===== config.mk =====
export PLATFORM = sky130hd
export DESIGN_NAME = pixgrab_capture
export DESIGN_NICKNAME = d
export VERILOG_FILES = /design/src/rtl/pixgrab_capture.sv
export SDC_FILE = /design/constraint.sdc
export NUM_CORES = 1
export LEC_CHECK = 0
export BUFFER_PORTS_ARGS = -buffer_cell sky130_fd_sc_hd__buf_2
export CAP_MARGIN = 20
export CORE_MARGIN = 2
export CORE_UTILIZATION = 40
export DETAILED_ROUTE_END_ITERATION = 6
export PLACE_DENSITY = 0.66
export SLEW_MARGIN = 10
export SYNTH_ARGS = -nofsm -noshare
export SYNTH_HDL_FRONTEND = slang
export SYNTH_SLANG_ARGS = --single-unit

===== constraint.sdc =====
create_clock -name clk -period 1.18 [get_ports clk]
set_clock_uncertainty 0.05 [all_clocks]
set_input_delay 0.236 -clock clk [delete_from_list [all_inputs] [get_ports clk]]
set_output_delay 0.236 -clock clk [all_outputs]
set_load 0.1 [all_outputs]

===== src/rtl/pixgrab_capture.sv =====
module pixgrab_capture #(
  parameter int ALIGN_DLY = 4
) (
  input  logic       clk,
  input  logic       rst_n,
  input  logic       pix_hit,
  input  logic       line_hit,
  input  logic       field_hit,
  input  logic       ext_grab,
  input  logic       every_line,
  input  logic       seq_en,
  input  logic       sel_ext,
  input  logic       bus_phase,
  input  logic [9:0] ym_bus,
  input  logic [9:0] uv_bus,
  input  logic       host_ack,
  output logic [7:0] grab_r0,
  output logic [7:0] grab_r1,
  output logic [7:0] grab_r2,
  output logic [7:0] grab_r3,
  output logic [7:0] grab_r4,
  output logic       grab_done
);
  localparam int DL = (ALIGN_DLY < 2) ? 2 : ALIGN_DLY;

  logic          pulse, trig, want, beat_a, beat_b, pend;
  logic [DL-1:0] dly;
  logic [9:0]    y_hold, u_hold;

  assign pulse = sel_ext    ? ext_grab :
                 every_line ? pix_hit  :
                 seq_en     ? (pix_hit & line_hit & field_hit) : 1'b0;

  assign trig   = dly[DL-1];
  assign want   = pend | trig;
  assign beat_a = want & ~bus_phase;

  always_ff @(posedge clk or negedge rst_n) begin
    if (!rst_n) begin
      dly    <= '0;
      pend   <= 1'b0;
      beat_b <= 1'b0;
      y_hold <= '0;
      u_hold <= '0;
    end else begin
      dly    <= {dly[DL-2:0], pulse};
      pend   <= want & bus_phase;
      beat_b <= beat_a;
      if (beat_a) begin
        y_hold <= ym_bus;
        u_hold <= uv_bus;
      end
    end
  end

  always_ff @(posedge clk or negedge rst_n) begin
    if (!rst_n) begin
      grab_r0   <= '0;
      grab_r1   <= '0;
      grab_r2   <= '0;
      grab_r3   <= '0;
      grab_r4   <= '0;
      grab_done <= 1'b0;
    end else if (beat_b) begin
      grab_r0   <= y_hold[9:2];
      grab_r1   <= ym_bus[9:2];
      grab_r2   <= u_hold[9:2];
      grab_r3   <= uv_bus[9:2];
      grab_r4   <= {y_hold[1:0], ym_bus[1:0], u_hold[1:0], uv_bus[1:0]};
      grab_done <= 1'b1;
    end else if (host_ack) begin
      grab_done <= 1'b0;
    end
  end
endmodule



==> Yosys cells after proc, flatten, opt, wreduce, memory -nomap -nowiden <==
Cells that the tools add are included.
{ "totals": {"input_bits": 31, "elab_cells": 23, "ff_bits": 67, "out_inout_bits": 41} }
{ "classes": {"bitwise": 6, "muxes": 5, "n_reduce_logical": 1} }
{ "op_table": {"columns": ["cell", "count"], "rows": [
  ["$mux 1", 5],
  ["$and 1x1->1", 4],
  ["$reduce_bool 2->1", 1],
  ["$not 1->1", 1],
  ["$or 1x1->1", 1]
]} }

==> Longest topological paths before layout <==
{ "logic_depth": {"word_depth": 5, "mapped_depth": 3} }

==> Least setup slack after synthesis <==
No wires, ideal clock.
{ "synth_timing": {"path_kind": "register to register", "start": "register, netlist name grab_r0[0]", "end": "register grab_r0[0]", "slack_ps": -150, "t_required_ps": 1002, "synth_period_minus_slack_ps": 1330, "stages_incl_launch_ff": 2, "arrival_time_ps": 1152, "path_cell_list": "dfrtp_1 mux2_1"} }
{ "synth_rtl": {"columns": ["element", "line", "source"], "rows": [
  ["end signal: assignment", "65", "grab_r0 <= y_hold[9:2];"],
  ["end: declaration", "17", "output logic [7:0] grab_r0,"]
]} }

==> Worst setup path after layout <==
{ "layout_timing": {"start": "register dly[3]", "end": "register u_hold[5]"} }
{ "layout_via": {"elab_chain_cells": 2} }
{ "layout_lines": {"columns": ["element", "line", "source"], "rows": [
  ["start: declaration", "27", "logic [DL-1:0] dly;"],
  ["start signal: assignment", "46", "dly <= {dly[DL-2:0], pulse};"],
  ["$or 1x1->1", "35", "assign want = pend | trig;"],
  ["$and 1x1->1", "36", "assign beat_a = want & ~bus_phase;"],
  ["end signal: assignment", "51", "u_hold <= uv_bus;"],
  ["end: declaration", "28", "logic [9:0] y_hold, u_hold;"]
]} }
Every way passes these cells.
A chain may end at the register's enable or synchronous reset.

==> tab_implementation.tex <==
\begin{tabular}{lr}
\hline
Metric & Value \\
\hline
\multicolumn{2}{l}{\textbf{Run status}} \\
\quad Status & finished, violations left \\
\quad Violations in the final reports & setup timing \\
\multicolumn{2}{l}{\textbf{Detailed routing}} \\
\quad Pre-antenna DRT Iters & 4 \\
\quad Starting DRT DRC Count & 58 \\
\quad Post-route DRC violation count & 0 \\
\quad Wire length per cell & 15.2 um \\
\quad Detail-routed via count per cell & 4.76 \\
\quad Final ANT Viol Nets & 0 \\
\quad Total length of routed wires & 4660 um \\
\quad Vias post-DR & 1458 \\
\multicolumn{2}{l}{\textbf{Logic synthesis}} \\
\quad EDFF count, synth & 0 \\
\quad Dominant combinational cell family by area after synthesis & multiplexers \\
\quad Top post-synthesis cells by count & dfrtp\_1, mux2\_2, mux2\_4 \\
\quad Most frequently used cell type in the post-synthesis netlist & dfrtp\_1 \\
\quad Complex-gate fraction of the synthesized area & 1.76\% \\
\quad Mux cell area share after synthesis & 29.2\% \\
\quad Number of distinct library cell variants in the gate-level netlist after synthesis & 14 \\
\quad Asr flop ratio synth & 100\% \\
\quad Post-synthesis sequential element count & 67 \\
\quad Net count after synthesis & 174 \\
\quad Synth Area per Inst & 17.9 um\^{}2 \\
\quad Cell type with the largest total area after synthesis & dfrtp\_1 \\
\quad Most area-consuming cells after synthesis & dfrtp\_1, mux2\_2, mux2\_4, buf\_6, mux2\_1 \\
\quad Synth Area in Adders & 0\% \\
\quad Number of instances in the synthesized netlist & 143 \\
\quad Post-synth top area share & 65.5\% \\
\quad Area of the mapped netlist & 2560 um\^{}2 \\
\quad Seq/Total Area, Yosys & 65.5\% \\
\quad XOR/XNOR share of the synthesized area & 0\% \\
\quad Top FF cell, synth & dfrtp\_1 \\
\quad Yosys warns & 0 \\
\quad Simple-gate portion of the synthesized area & 0.391\% \\
\multicolumn{2}{l}{\textbf{Place}} \\
\quad Pre-CTS WS & -0.115 ns \\
\quad DP Area & 3710 um\^{}2 \\
\quad Total of buffers placed on input and output ports & 71 \\
\quad Half-perimeter wire length after detailed placement & 3300 um \\
\quad Routability congestion estimate & 0.653 \\
\multicolumn{2}{l}{\textbf{Timing}} \\
\quad Final critical delay including setup and external delays & 1.28 ns \\
\quad Worst Tran Pin Value & 0.357 ns \\
\quad Final hold violation count & 0 \\
\quad Number of setup violations in the final report & 61 \\
\quad Number of slew-limit violations in the final report & 0 \\
\quad Headroom to the max-slew limit & 76.2\% \\
\quad Worst hold slack after final layout & 0.0653 ns \\
\quad RSZ-0062 raised after global routing & true \\
\quad Tcrit/Tclk final & 109\% \\
\quad Setup ws final & -0.105 ns \\
\quad Maximum operating frequency & 778 MHz \\
\multicolumn{2}{l}{\textbf{Pwr}} \\
\quad Internal power & 5.76 mW \\
\quad Peak supply drop & 1.73 mV \\
\quad Flop pwr share & 33.0\% \\
\quad Net switching component of the power & 4.58 mW \\
\quad Power per standard cell area & 2660 nW/um\^{}2 \\
\quad Static Leak & 1.75 nW \\
\quad Switching fraction of total power & 44.3\% \\
\quad Relative contribution of the clock network to total power & 15.3\% \\
\quad Combinational share of power & 51.7\% \\
\quad Tot Pwr & 10.3 mW \\
\multicolumn{2}{l}{\textbf{GRT}} \\
\quad Wire length of the first global-routing pass & 7760 um \\
\quad Maximum number of pins on one net before global-route repair & 68 \\
\quad Number of antenna violations at the first check in global routing & 0 \\
\quad Via count of the first global-routing pass & 1663 \\
\quad Total routing usage reported by global routing & 14.2\% \\
\quad Total congestion overflow after global routing & 0 \\
\multicolumn{2}{l}{\textbf{Layout}} \\
\quad Layout Utilization & 61.9\% \\
\quad Total Nets Final & 256 \\
\quad Area overhead of the layout relative to synthesis & 51.8\% \\
\quad Final instance area & 3880 um\^{}2 \\
\quad Antenna Diode Count & 0 \\
\quad Fillcell total & 472 \\
\quad Share of final-layout standard cells stronger than drive strength 1 & 83.0\% \\
\multicolumn{2}{l}{\textbf{Clock network}} \\
\quad Number of sinks on the clock net & 67 \\
\quad Clk Latency, worst-skew pair & 0.33 ns \\
\quad Clock Tree Root & clkbuf\_8 \\
\quad Count of H-tree levels built during CTS & 3 \\
\quad Clock-pin transition on the worst setup and hold timing paths & 0.07 ns \\
\quad Number of buffers created by CTS & 9 \\
\quad Number of instances resized during post-cts repair & 0 \\
\quad TritonCTS clock tree & yes \\
\quad Number of buffers on the longest clock path & 2 \\
\multicolumn{2}{l}{\textbf{Die}} \\
\quad Die extent in x & 84.0 um \\
\quad Initial core utilization & 40.8\% \\
\quad Area of the die & 7050 um\^{}2 \\
\quad Std-Cell Core Area & 6280 um\^{}2 \\
\quad Die height & 84.0 um \\
\quad Ports placed on the boundary & 72 \\
\quad Site row count & 29 \\
\multicolumn{2}{l}{\textbf{Critical path}} \\
\quad Ordered cell list for the critical path & o21bai\_4, buf\_12, mux2\_4 \\
\quad CP Data Required Time & 1.34 ns \\
\quad Slowest Stage Delay on Critical Path & 0.41 ns \\
\quad Data arrival time at the worst-slack endpoint & 1.45 ns \\
\quad Slowest stage cell on the critical path & dfrtp\_1 \\
\quad CP Buf/Inv Count & 1 \\
\quad Critical Path Source Type & flop \\
\quad Crit path max fanout & 11 \\
\quad Endpoint class of the critical path & flop \\
\quad WS Path Type & reg2reg \\
\quad Largest delay share family, worst path & flip-flops \\
\multicolumn{2}{l}{\textbf{Hold path}} \\
\quad Hold Crit Class & in2reg \\
\multicolumn{2}{l}{\textbf{Flow run}} \\
\quad Max-cap viol count & 0 \\
\hline
\end{tabular}
-- per-layer routing --
| layer | up-vias | global-route usage (%) | part of all wire (%) |
|---|---|---|---|
| li1 | 659 | - | - |
| met1 | 731 | 17.6 | 44 |
| met2 | 59 | 21.6 | 47 |
| met3 | 9 | 5.64 | 7.5 |
| met4 | 0 | 7.04 | 1.7 |
| met5 | - | 0 | 0 |
-- cell type report --
type	count	area, um^2	area share, %
clock buffer	12	145	3.74
clock inverter	3	15.0	0.387
inverter	2	7.51	0.193
multi-input combinational	67	802	20.7
sequential	67	1730	44.5
tap	77	96.3	2.48
timing repair buffer	78	1090	28.0
-- stage by stage --
| stage | cells | setup TNS, ns |
|---|---|---|
| 6_report | 306 | -2.95 |
| 5_1_grt | 306 | -5.24 |
| 4_1_cts | 306 | -4.07 |
| 3_5_place_dp | 289 | -1.87 |
| 3_3_place_gp | 289 | -1.35 |
| 2_1_floorplan | 143 | -0.558 |
-- cells in the final DEF, fill, tap and decap left out, types with 2 or more instances in the layout --
cell	n
buf_12	46
dfrtp_2	42
mux2_2	38
buf_2	30
dfrtp_1	25
mux2_4	19
clkbuf_8	10
mux2_1	3
clkinv_2	3
inv_1	2
clkbuf_1	2
-- cell families after synthesis --
logic type             count (synthesis)
AO/OA/AOI/OAI                          5
buffers and inverters                  9
flip-flops                            67
multiplexers                          60
AND/OR/NAND/NOR                        2
-- timing repair --
item | CTS | global route
hold buffers | 1 | 0
buffers inserted | 1 | 0
pin swaps | 1 | 1
cloned | 0 | 0
endpoints found under the setup margin | 60 | 61
hold endpoints to repair | 67 | 0
-- path summary, 6_finish.rpt --
| kind | from | end | slack (ns) | cells past startpoint |
|---|---|---|---|---|
| max | dly[3] | u_hold[5] | -0.10 | 3 |
| min | ext_grab | dly[0] | 0.07 | 3 |
| max reg2reg | dly[3] | u_hold[5] | -0.10 | 3 |
| min reg2reg | dly[0] | dly[1] | 0.30 | 0 |
| max in group asynchronous | rst_n | grab_r4[4] | 0.37 | 3 |
| min in group asynchronous | rst_n | grab_done | 0.39 | 3 |
-- power groups by stage --
stage          clock (mW)  combinational (mW)  sequential (mW)
2_1_floorplan           0               0.671             5.99
3_3_place_gp            0                5.33             3.43
3_5_place_dp            0                5.38             3.46
4_1_cts              1.66                5.39             3.42
5_1_grt              1.77                5.47             3.48
6_report             1.59                5.34             3.41
-- sequential cells by signal (all words and copies together) (netlist names) --
name,flops
y_hold,10
pend,1
grab_done,1
grab_r4,8
grab_r2,8
grab_r1,8
grab_r0,8
u_hold,10
grab_r3,8
beat_b,1
dly,4
-- worst min-delay path: stages --
cell,delay (ns)
buf_2,0.07
nand2_1,0.03
o21ai_0,0.06
(Power assumes the default switching activity.)
